===== src/rtl/uart_rx_timed.sv =====
module uart_rx_timed #(
  parameter int OVS = 16
) (
  input  logic       clk,
  input  logic       rst_n,
  input  logic       rxd,
  input  logic       tick,
  input  logic [2:0] fmt,
  input  logic       par_odd,
  input  logic       rx_en,
  input  logic       rd_stb,
  input  logic       clr_stb,
  output logic [8:0] data_out,
  output logic       rx_irq,
  output logic       err_frame,
  output logic       err_parity,
  output logic       err_overrun
);

  localparam int CW = $clog2(OVS);
  localparam logic [CW-1:0] S_MID  = CW'(OVS / 2 + 1);
  localparam logic [CW-1:0] S_V1   = CW'(OVS / 2 - 1);
  localparam logic [CW-1:0] S_V2   = CW'(OVS / 2);
  localparam logic [CW-1:0] S_LAST = CW'(OVS - 1);

  logic          busy, full, v1, v2, pacc;
  logic          par_q, odd_q;
  logic [CW-1:0] cnt;
  logic [3:0]    bidx, nbits_q;
  logic [8:0]    shf;
  logic [3:0]    nb_in;
  logic          par_in;

  always_comb begin
    case (fmt)
      3'd0:    begin nb_in = 4'd9; par_in = 1'b0; end
      3'd1:    begin nb_in = 4'd8; par_in = 1'b1; end
      3'd3:    begin nb_in = 4'd7; par_in = 1'b0; end
      3'd4:    begin nb_in = 4'd7; par_in = 1'b1; end
      default: begin nb_in = 4'd8; par_in = 1'b0; end
    endcase
  end

  wire [CW-1:0] cur     = cnt + 1'b1;
  wire          vote    = (v1 & v2) | (v1 & rxd) | (v2 & rxd);
  wire          at_mid  = tick && busy && cur == S_MID;
  wire          is_data = bidx >= 4'd1 && bidx <= nbits_q;
  wire          is_par  = par_q && bidx == nbits_q + 4'd1;

  always_ff @(posedge clk) begin
    if (!rst_n) begin
      busy <= 1'b0; full <= 1'b0; cnt <= '0; bidx <= '0;
      nbits_q <= 4'd8; par_q <= 1'b0; odd_q <= 1'b0;
      v1 <= 1'b1; v2 <= 1'b1; pacc <= 1'b0; shf <= '0;
      data_out <= '0; rx_irq <= 1'b0;
      err_frame <= 1'b0; err_parity <= 1'b0; err_overrun <= 1'b0;
    end else begin
      rx_irq <= 1'b0;
      if (rd_stb) full <= 1'b0;
      if (clr_stb) begin
        err_frame <= 1'b0; err_parity <= 1'b0; err_overrun <= 1'b0;
      end
      if (tick && !busy) begin
        if (rx_en && !rxd) begin
          busy <= 1'b1; cnt <= '0; bidx <= '0;
          nbits_q <= nb_in; par_q <= par_in; odd_q <= par_odd;
          shf <= '0; pacc <= 1'b0;
        end
      end else if (tick) begin
        cnt <= cur;
        if (cur == S_V1) v1 <= rxd;
        if (cur == S_V2) v2 <= rxd;
        if (cur == S_LAST) bidx <= bidx + 4'd1;
      end
      if (at_mid) begin
        if (bidx == 4'd0) begin
          if (vote) busy <= 1'b0;
        end else if (is_data) begin
          shf  <= {vote, shf[8:1]};
          pacc <= pacc ^ vote;
        end else if (is_par) begin
          if ((pacc ^ vote) != odd_q) err_parity <= 1'b1;
        end else begin
          busy     <= 1'b0;
          rx_irq   <= 1'b1;
          data_out <= shf >> (4'd9 - nbits_q);
          full     <= 1'b1;
          if (!vote) err_frame <= 1'b1;
          if (full && !rd_stb) err_overrun <= 1'b1;
        end
      end
    end
  end

  AST_IRQ_SINGLE: assert property (@(posedge clk) disable iff (!rst_n)
    rx_irq |=> !rx_irq);
  AST_FRAME_AT_STOP: assert property (@(posedge clk) disable iff (!rst_n)
    $rose(err_frame) |-> rx_irq);
  AST_PARITY_ONLY_WITH_BIT: assert property (@(posedge clk) disable iff (!rst_n)
    $rose(err_parity) |-> $past(busy && par_q));
  AST_OVERRUN_AT_STOP: assert property (@(posedge clk) disable iff (!rst_n)
    $rose(err_overrun) |-> rx_irq);
  AST_CFG_HELD: assert property (@(posedge clk) disable iff (!rst_n)
    (busy && $past(busy)) |-> ($stable(nbits_q) && $stable(par_q) && $stable(odd_q)));
  AST_IDLE_WHEN_OFF: assert property (@(posedge clk) disable iff (!rst_n)
    (!busy && !rx_en) |=> !busy);
  AST_START_ON_LOW: assert property (@(posedge clk) disable iff (!rst_n)
    $rose(busy) |-> $past(tick && !rxd));

endmodule


===== config.mk =====
export PLATFORM = sky130hd
export DESIGN_NAME = uart_rx_timed
export DESIGN_NICKNAME = d
export VERILOG_FILES = /design/src/rtl/uart_rx_timed.sv
export SDC_FILE = /design/constraint.sdc
export NUM_CORES = 1
export LEC_CHECK = 0
export ABC_AREA = 1
export ABC_CLOCK_PERIOD_IN_PS = 2700
export BUFFER_PORTS_ARGS = -buffer_cell sky130_fd_sc_hd__buf_2
export CAP_MARGIN = 20
export CORE_MARGIN = 2
export CORE_UTILIZATION = 59
export CTS_BUF_LIST = sky130_fd_sc_hd__clkbuf_8 sky130_fd_sc_hd__clkbuf_16
export CTS_CLUSTER_DIAMETER = 120
export DETAILED_ROUTE_END_ITERATION = 12
export PLACE_DENSITY_LB_ADDON = 0.05
export SLEW_MARGIN = 20
export SYNTH_ARGS = -nofsm -noshare
export SYNTH_HDL_FRONTEND = slang
export SYNTH_SLANG_ARGS = --single-unit

===== constraint.sdc =====
create_clock -name clk -period 2.7 [get_ports clk]
set_clock_uncertainty 0.2 [all_clocks]
set_input_delay 0.405 -clock clk [delete_from_list [all_inputs] [get_ports clk]]
set_output_delay 0.405 -clock clk [all_outputs]
set_load 0.1 [all_outputs]

-- Word level (Yosys, flattened, before mapping)
Cells that the tools add are included.
- add/subtract/negate cells: 4
- equal/unequal tests: 10
- bitwise gates (word level): 12
- reductions and logical operators: 23
- shifts and indexed selects: 1
- muxes and demuxes: 49
- magnitude comparators: 2
- operators with widths (cell ; count):
    $mux W9 ; 5
    $mux W1 ; 37
    $mux W4 ; 6
    $add A4 B1 Y4 const B ; 3
    $eq A4 B4 Y1 const B ; 3
    $reduce_and A3 Y1 ; 3
    $shr A9 B4 Y9 ; 1
    $pmux W4 S2 ; 1
    $logic_and A1 B1 Y1 ; 7
    $not A1 Y1 ; 6
    $eq A4 B3 Y1 const B ; 1
    $eq A4 B4 Y1 ; 1
    $ge A4 B1 Y1 const B ; 1
    $le A4 B4 Y1 ; 1
    $logic_not A4 Y1 ; 1
    $reduce_and A2 Y1 ; 2
    $reduce_and A4 Y1 ; 1
    $reduce_bool A2 Y1 ; 2
    $reduce_or A2 Y1 ; 2
    $reduce_or A4 Y1 ; 1
    $sub A4 B4 Y4 const A ; 1
    $and A1 B1 Y1 ; 3
    $eq A3 B1 Y1 const B ; 1
    $eq A3 B2 Y1 const B ; 1
    other kinds (7) ; 10
- output and inout bits: 13
- logic and storage cells: 117
- bits of input ports: 11
- flip-flop bits (word level): 41

-- Logic depth before layout (Yosys ltp)
- word-level depth: 10
- gate-level depth with buffers: 13
- gate-level depth less buffers: 12

-- Least setup slack after synthesis
OpenSTA, ideal clock, no wires.
- path type: register -> register
- start: reg nbits_q[0]
- end: reg data_out[0]
- period minus slack after synthesis: 1.889 ns
- required time: 2.439 ns
- arrival: 1.628 ns
- cell stages (with the launch flop): 12
- slack: 0.811 ns
- path buffers: 1
- library setup time: 0.061 ns
- cells stage by stage: dfxtp_1 -> inv_1 -> ha_1 -> inv_1 -> nand2_1 -> nand2_1 -> nor3_1 -> nand2_1 -> nand3_2 -> buf_6 -> nand3_2 -> nand2_1
- cells in the longest elaborated chain, start to end: 5
- elaborated cells on any way between the ends: 10
- those cells by class: add/sub: 2; order compare: 1; eq/ne: 1; shift: 1; bitwise: 2; reduce/logical: 3
- ends and longest elaborated chain (item ; RTL line ; RTL):
    start: declaration ; 29 ; logic [3:0] bidx, nbits_q;
    start signal: assignment ; 66 ; nbits_q <= nb_in; par_q <= par_in; odd_q <= par_odd;
    $add A4 B1 Y4 ; 48 ; wire is_par = par_q && bidx == nbits_q + 4'd1;
    $eq A4 B4 Y1 ; 48 ;
    $logic_and A1 B1 Y1 ; 48 ;
    $not A1 Y1 (no line) ; n/a ;
    $reduce_and A4 Y1 (no line) ; n/a ;
    end signal: assignment ; 86 ; data_out <= shf >> (4'd9 - nbits_q);
    end: declaration ; 13 ; output logic [8:0] data_out,
Parallel ways exist; a longest one is shown, timed or not.
A chain may end at the register's enable or synchronous reset.

-- Worst setup path after layout
- start: reg nbits_q[3]
- end: reg busy
- cells in the longest elaborated chain, start to end: 7
- elaborated cells on any way between the ends: 9
- those cells by class: add/sub: 1; order compare: 1; eq/ne: 1; mux: 4; reduce/logical: 2
- ends and longest elaborated chain (item ; RTL line ; RTL):
    $add A4 B1 Y4 ; 48 ;
    $eq A4 B4 Y1 ; 48 ;
    $logic_and A1 B1 Y1 ; 48 ;
    $mux W1 ; 81 ; end else if (is_par) begin
    $mux W1 * ; 78 ; end else if (is_data) begin
    $mux W1 * ; 76 ; if (bidx == 4'd0) begin
    $mux W1 * ; 75 ; if (at_mid) begin
    end signal: assignment ; 65 ; busy <= 1'b1; cnt <= '0; bidx <= '0;
    end signal: assignment ; 77 ; if (vote) busy <= 1'b0;
    end signal: assignment ; 84 ; busy <= 1'b0;
    end: declaration ; 26 ; logic busy, full, v1, v2, pacc;
Mark *: on every way between the ends. The rest lies on a longest branch, timed or not.

==> Implementation_results.wiki <==
{| class="wikitable"
! Metric !! Value
|-
| Mapped Cells || between 300 and 400
|-
| Most frequent cells in the layout || sky130_fd_sc_hd__nand2_1, sky130_fd_sc_hd__nor2_1, sky130_fd_sc_hd__dfxtp_1, sky130_fd_sc_hd__inv_1, sky130_fd_sc_hd__nand3_1
|-
| RSZ-0062 raised after global routing || no
|-
| Maximum vdd ir drop || approximately 0.22 mV
|-
| Wire length of the first global-routing pass || roughly 8400 um
|-
| Site row count || 23
|-
| Number of placed cells counting well taps || slightly above 400
|-
| Final number of max-transition violations || 0
|-
| Share of post-route cells with drive strength above 1 || 0.161
|-
| Hold buffer count at CTS || 0
|-
| Leading cell type in the layout, fill and taps excluded || sky130_fd_sc_hd__nand2_1
|-
| Number of synthesized flops with an enable pin || 0
|-
| Post-synthesis instance area || about 2400 um2
|-
| Initial antenna violation count || 0
|-
| Slew of the pin with the lowest slew margin || roughly 0.6 ns
|-
| Prevailing post-synth register cell || sky130_fd_sc_hd__dfxtp_1
|-
| Layout-stage area growth over the synthesis result || 11.1%
|-
| Number of nets in the layout || between 300 and 400
|-
| Via count || roughly 2,200
|-
| Cell Count, Final, Fillers Out || 423
|-
| Top achievable clock speed || roughly 460 MHz
|-
| Number of levels in the clock H-tree || 2
|-
| Worst EP required || approximately 2.7 ns
|-
| Clock tree root buffer cell || sky130_fd_sc_hd__clkbuf_8
|-
| Die X-Extent || 67.7 um
|-
| Mean post-synth cell area || about 6.9 um2
|-
| Maximum number of buffers from clock root to sink || 2
|-
| Relative max-transition margin || 0.590
|-
| Number of unique standard cell types used by synthesis || 32
|-
| Number of clock sinks || 40
|-
| Power density over the cells || 450 nW/um2
|-
| Synth area leader || sky130_fd_sc_hd__dfxtp_1
|-
| Dominant cell type by count on the critical path || sky130_fd_sc_hd__nand2_1
|-
| Number of fillers in the final layout || about 380
|-
| Via count of the first global-routing pass || about 1,800
|-
| Highest cell delay on the worst timing path || approximately 0.44 ns
|-
| Share of the synthesized area in the top cell type || 0.335
|-
| Count of maximum capacitance violations || 0
|-
| Arrival time worst endpoint || 2.18 ns
|-
| Critical Path End Type || flop
|-
| Post-synthesis sequential area ratio || 0.335
|-
| Half-perimeter wire length after placement || roughly 3700 um
|-
| Synth top area cells || sky130_fd_sc_hd__dfxtp_1, sky130_fd_sc_hd__nand2_1, sky130_fd_sc_hd__ha_1
|-
| Syn_nets || 373
|-
| Initial cell density of the core || 0.606
|-
| Ratio of routed vias to standard cells || just over 5
|-
| Number of antenna-violating nets in the routed design || 0
|-
| Setup CP Type || flop to flop
|-
| Internal reg-to-reg setup slack || a little over 0.5 ns
|-
| Detailed-route wire length per cell || 11.8 um
|-
| Final period demand of the worst path || 2.18 ns
|-
| Antenna diode count || 0
|-
| Drc violations || 0
|-
| Final cycle utilization of the critical path || 0.808
|-
| Clock slew at the register clock pins of the worst setup and hold paths || ~0.080 ns
|-
| CTS tree || yes
|-
| Yosys Warn Count || 0
|-
| Core area || 3940 um2
|-
| Final Hold Viols || 0
|-
| Number of cells traversed by the worst hold path || 3
|-
| Die area || 4580 um2
|-
| Worst-path cell chain || inv_1 -> ha_1 -> nand2_1 -> inv_1 -> nand2_1 -> nand2_1 -> nand2_1 -> nand2_1 -> nand3_2 -> nor2b_1
|-
| Static leakage power || 1.29 nW
|-
| Post_cts resized || 0
|-
| Final Wtd Congestion || approximately 0.88
|-
| Register bit count reported by yosys || 40
|-
| Sum of negative setup slack || 0 ns
|-
| Number of clock buffers inserted by TritonCTS || 5
|-
| Final wirelength || around 5000 um
|-
| Clock latency reported for the late side of the worst-skew pair || 0.30 ns
|-
| Share of flip-flops with an asynchronous set or reset after synthesis || 0
|-
| First-pass iteration count of the detailed router || 5
|-
| Setup WS pre-CTS || roughly 0.53 ns
|-
| Remaining global-route overflow || 0
|-
| Biggest fanout along the worst timing path || 12
|-
| Result of the run || complete, no violations
|-
| Number of endpoints failing setup at the final stage || 0
|-
| Setup Buffers After CTS || 0
|-
| Critical path's slowest cell || sky130_fd_sc_hd__dfxtp_1
|-
| Post-route setup slack || approximately 0.52 ns
|-
| Aggregate global-route resource usage || 0.244
|-
| Height of the chip || between 60 and 70 um
|-
| Maximum number of pins on one net before global-route repair || 31
|-
| Worst slack on hold paths || ~0.17 ns
|-
| PortBufs || 23
|-
| Iteration-0 DRC count of the detailed router || between 200 and 250
|-
| Worst reg2reg path depth || 10
|-
| HP Class || input pin to flop
|-
| Number of top-level pins || 24
|-
| Startpoint kind of the worst setup timing path || flop
|}
-- cells by family (layout without fill, tap and decap cells) --
kind of cell / Yosys count / count (layout) / share of synthesized area
AOI/OAI and AO/OA: 39 / 39 / 0.0926
xor gates and xnor gates: 2 / 2 / 0.00733
adders and majority gates: 14 / 14 / 0.0733
buffers and inverters: 52 / 77 / 0.0895
DFF: 40 / 40 / 0.335
and+or+nand+nor: 201 / 201 / 0.402
-- cell type report --
type / instances / area, um2 / share of cell area
well taps: 50 / 62.6 / 0.0235
repair buffers: 27 / 145 / 0.0546
clock buffers: 5 / 68.8 / 0.0259
multi-input cells: 256 / 1380 / 0.518
flip-flops and latches: 40 / 801 / 0.301
clock inverters: 3 / 46.3 / 0.0174
inverters: 42 / 158 / 0.0593
-- critical path: cells and delay by family, from the launching register on --
family                   cells  cell delay [ns]
adder cells (fa/ha/maj)      1             0.30
AND/OR/NAND/NOR              7             0.97
flip-flops                   1             0.44
buffers and inverters        2             0.17
-- flip-flops by register name (all words and copies together) (netlist names), 3 cells and up --
name	count
nbits_q	3
data_out	9
bidx	4
shf	9
cnt	4
-- power by group --
| part | leakage (nW) | internal [mW] | switching (mW) |
|---|---|---|---|
| clock network | 0.0548 | 0.278 | 0.225 |
| registers | 0.323 | 0.594 | 0.00471 |
| logic | 0.917 | 0.0304 | 0.0629 |
| total | 1.29 | 0.903 | 0.293 |
-- synthesized netlist by cell type, types with 2 or more instances --
| library cell | number |
|---|---|
| sky130_fd_sc_hd__a21oi_1 | 15 |
| sky130_fd_sc_hd__buf_2 | 6 |
| sky130_fd_sc_hd__clkbuf_1 | 2 |
| sky130_fd_sc_hd__dfxtp_1 | 40 |
| sky130_fd_sc_hd__ha_1 | 14 |
| sky130_fd_sc_hd__inv_1 | 38 |
| sky130_fd_sc_hd__inv_2 | 4 |
| sky130_fd_sc_hd__nand2_1 | 95 |
| sky130_fd_sc_hd__nand2_2 | 2 |
| sky130_fd_sc_hd__nand3_1 | 25 |
| sky130_fd_sc_hd__nand3_2 | 10 |
| sky130_fd_sc_hd__nand3b_1 | 4 |
| sky130_fd_sc_hd__nand4_1 | 12 |
| sky130_fd_sc_hd__nor2_1 | 43 |
| sky130_fd_sc_hd__nor2_2 | 2 |
| sky130_fd_sc_hd__nor2_4 | 2 |
| sky130_fd_sc_hd__o21ai_0 | 16 |
| sky130_fd_sc_hd__o22ai_1 | 4 |
-- metrics by stage --
step | total power [mW] | instance area, um2 | util
2_1_floorplan | 0.678 | 2390 | -
4_1_cts | 1.21 | 2660 | 0.674
5_1_grt | 1.24 | 2660 | 0.674
6_report | 1.20 | 2660 | 0.674
3_3_place_gp | 0.704 | 2540 | 0.645
3_5_place_dp | 0.705 | 2540 | 0.645
-- path summary, 6_finish.rpt --
check | startpoint | end
worst min-delay path | rxd | v2
worst min register to register | data_out[3] | data_out[3]
worst max register to register | nbits_q[3] | busy
worst max-delay path | nbits_q[3] | busy
-- routing by layer --
layer	up-vias	GRT usage	routed length, um
li1	1169	-	-
met1	963	0.348	2520
met2	48	0.368	2150
met3	6	0.0500	273
met4	0	0.0765	68
met5	-	0	0
Note: power is estimated with default switching activity, not from simulation.
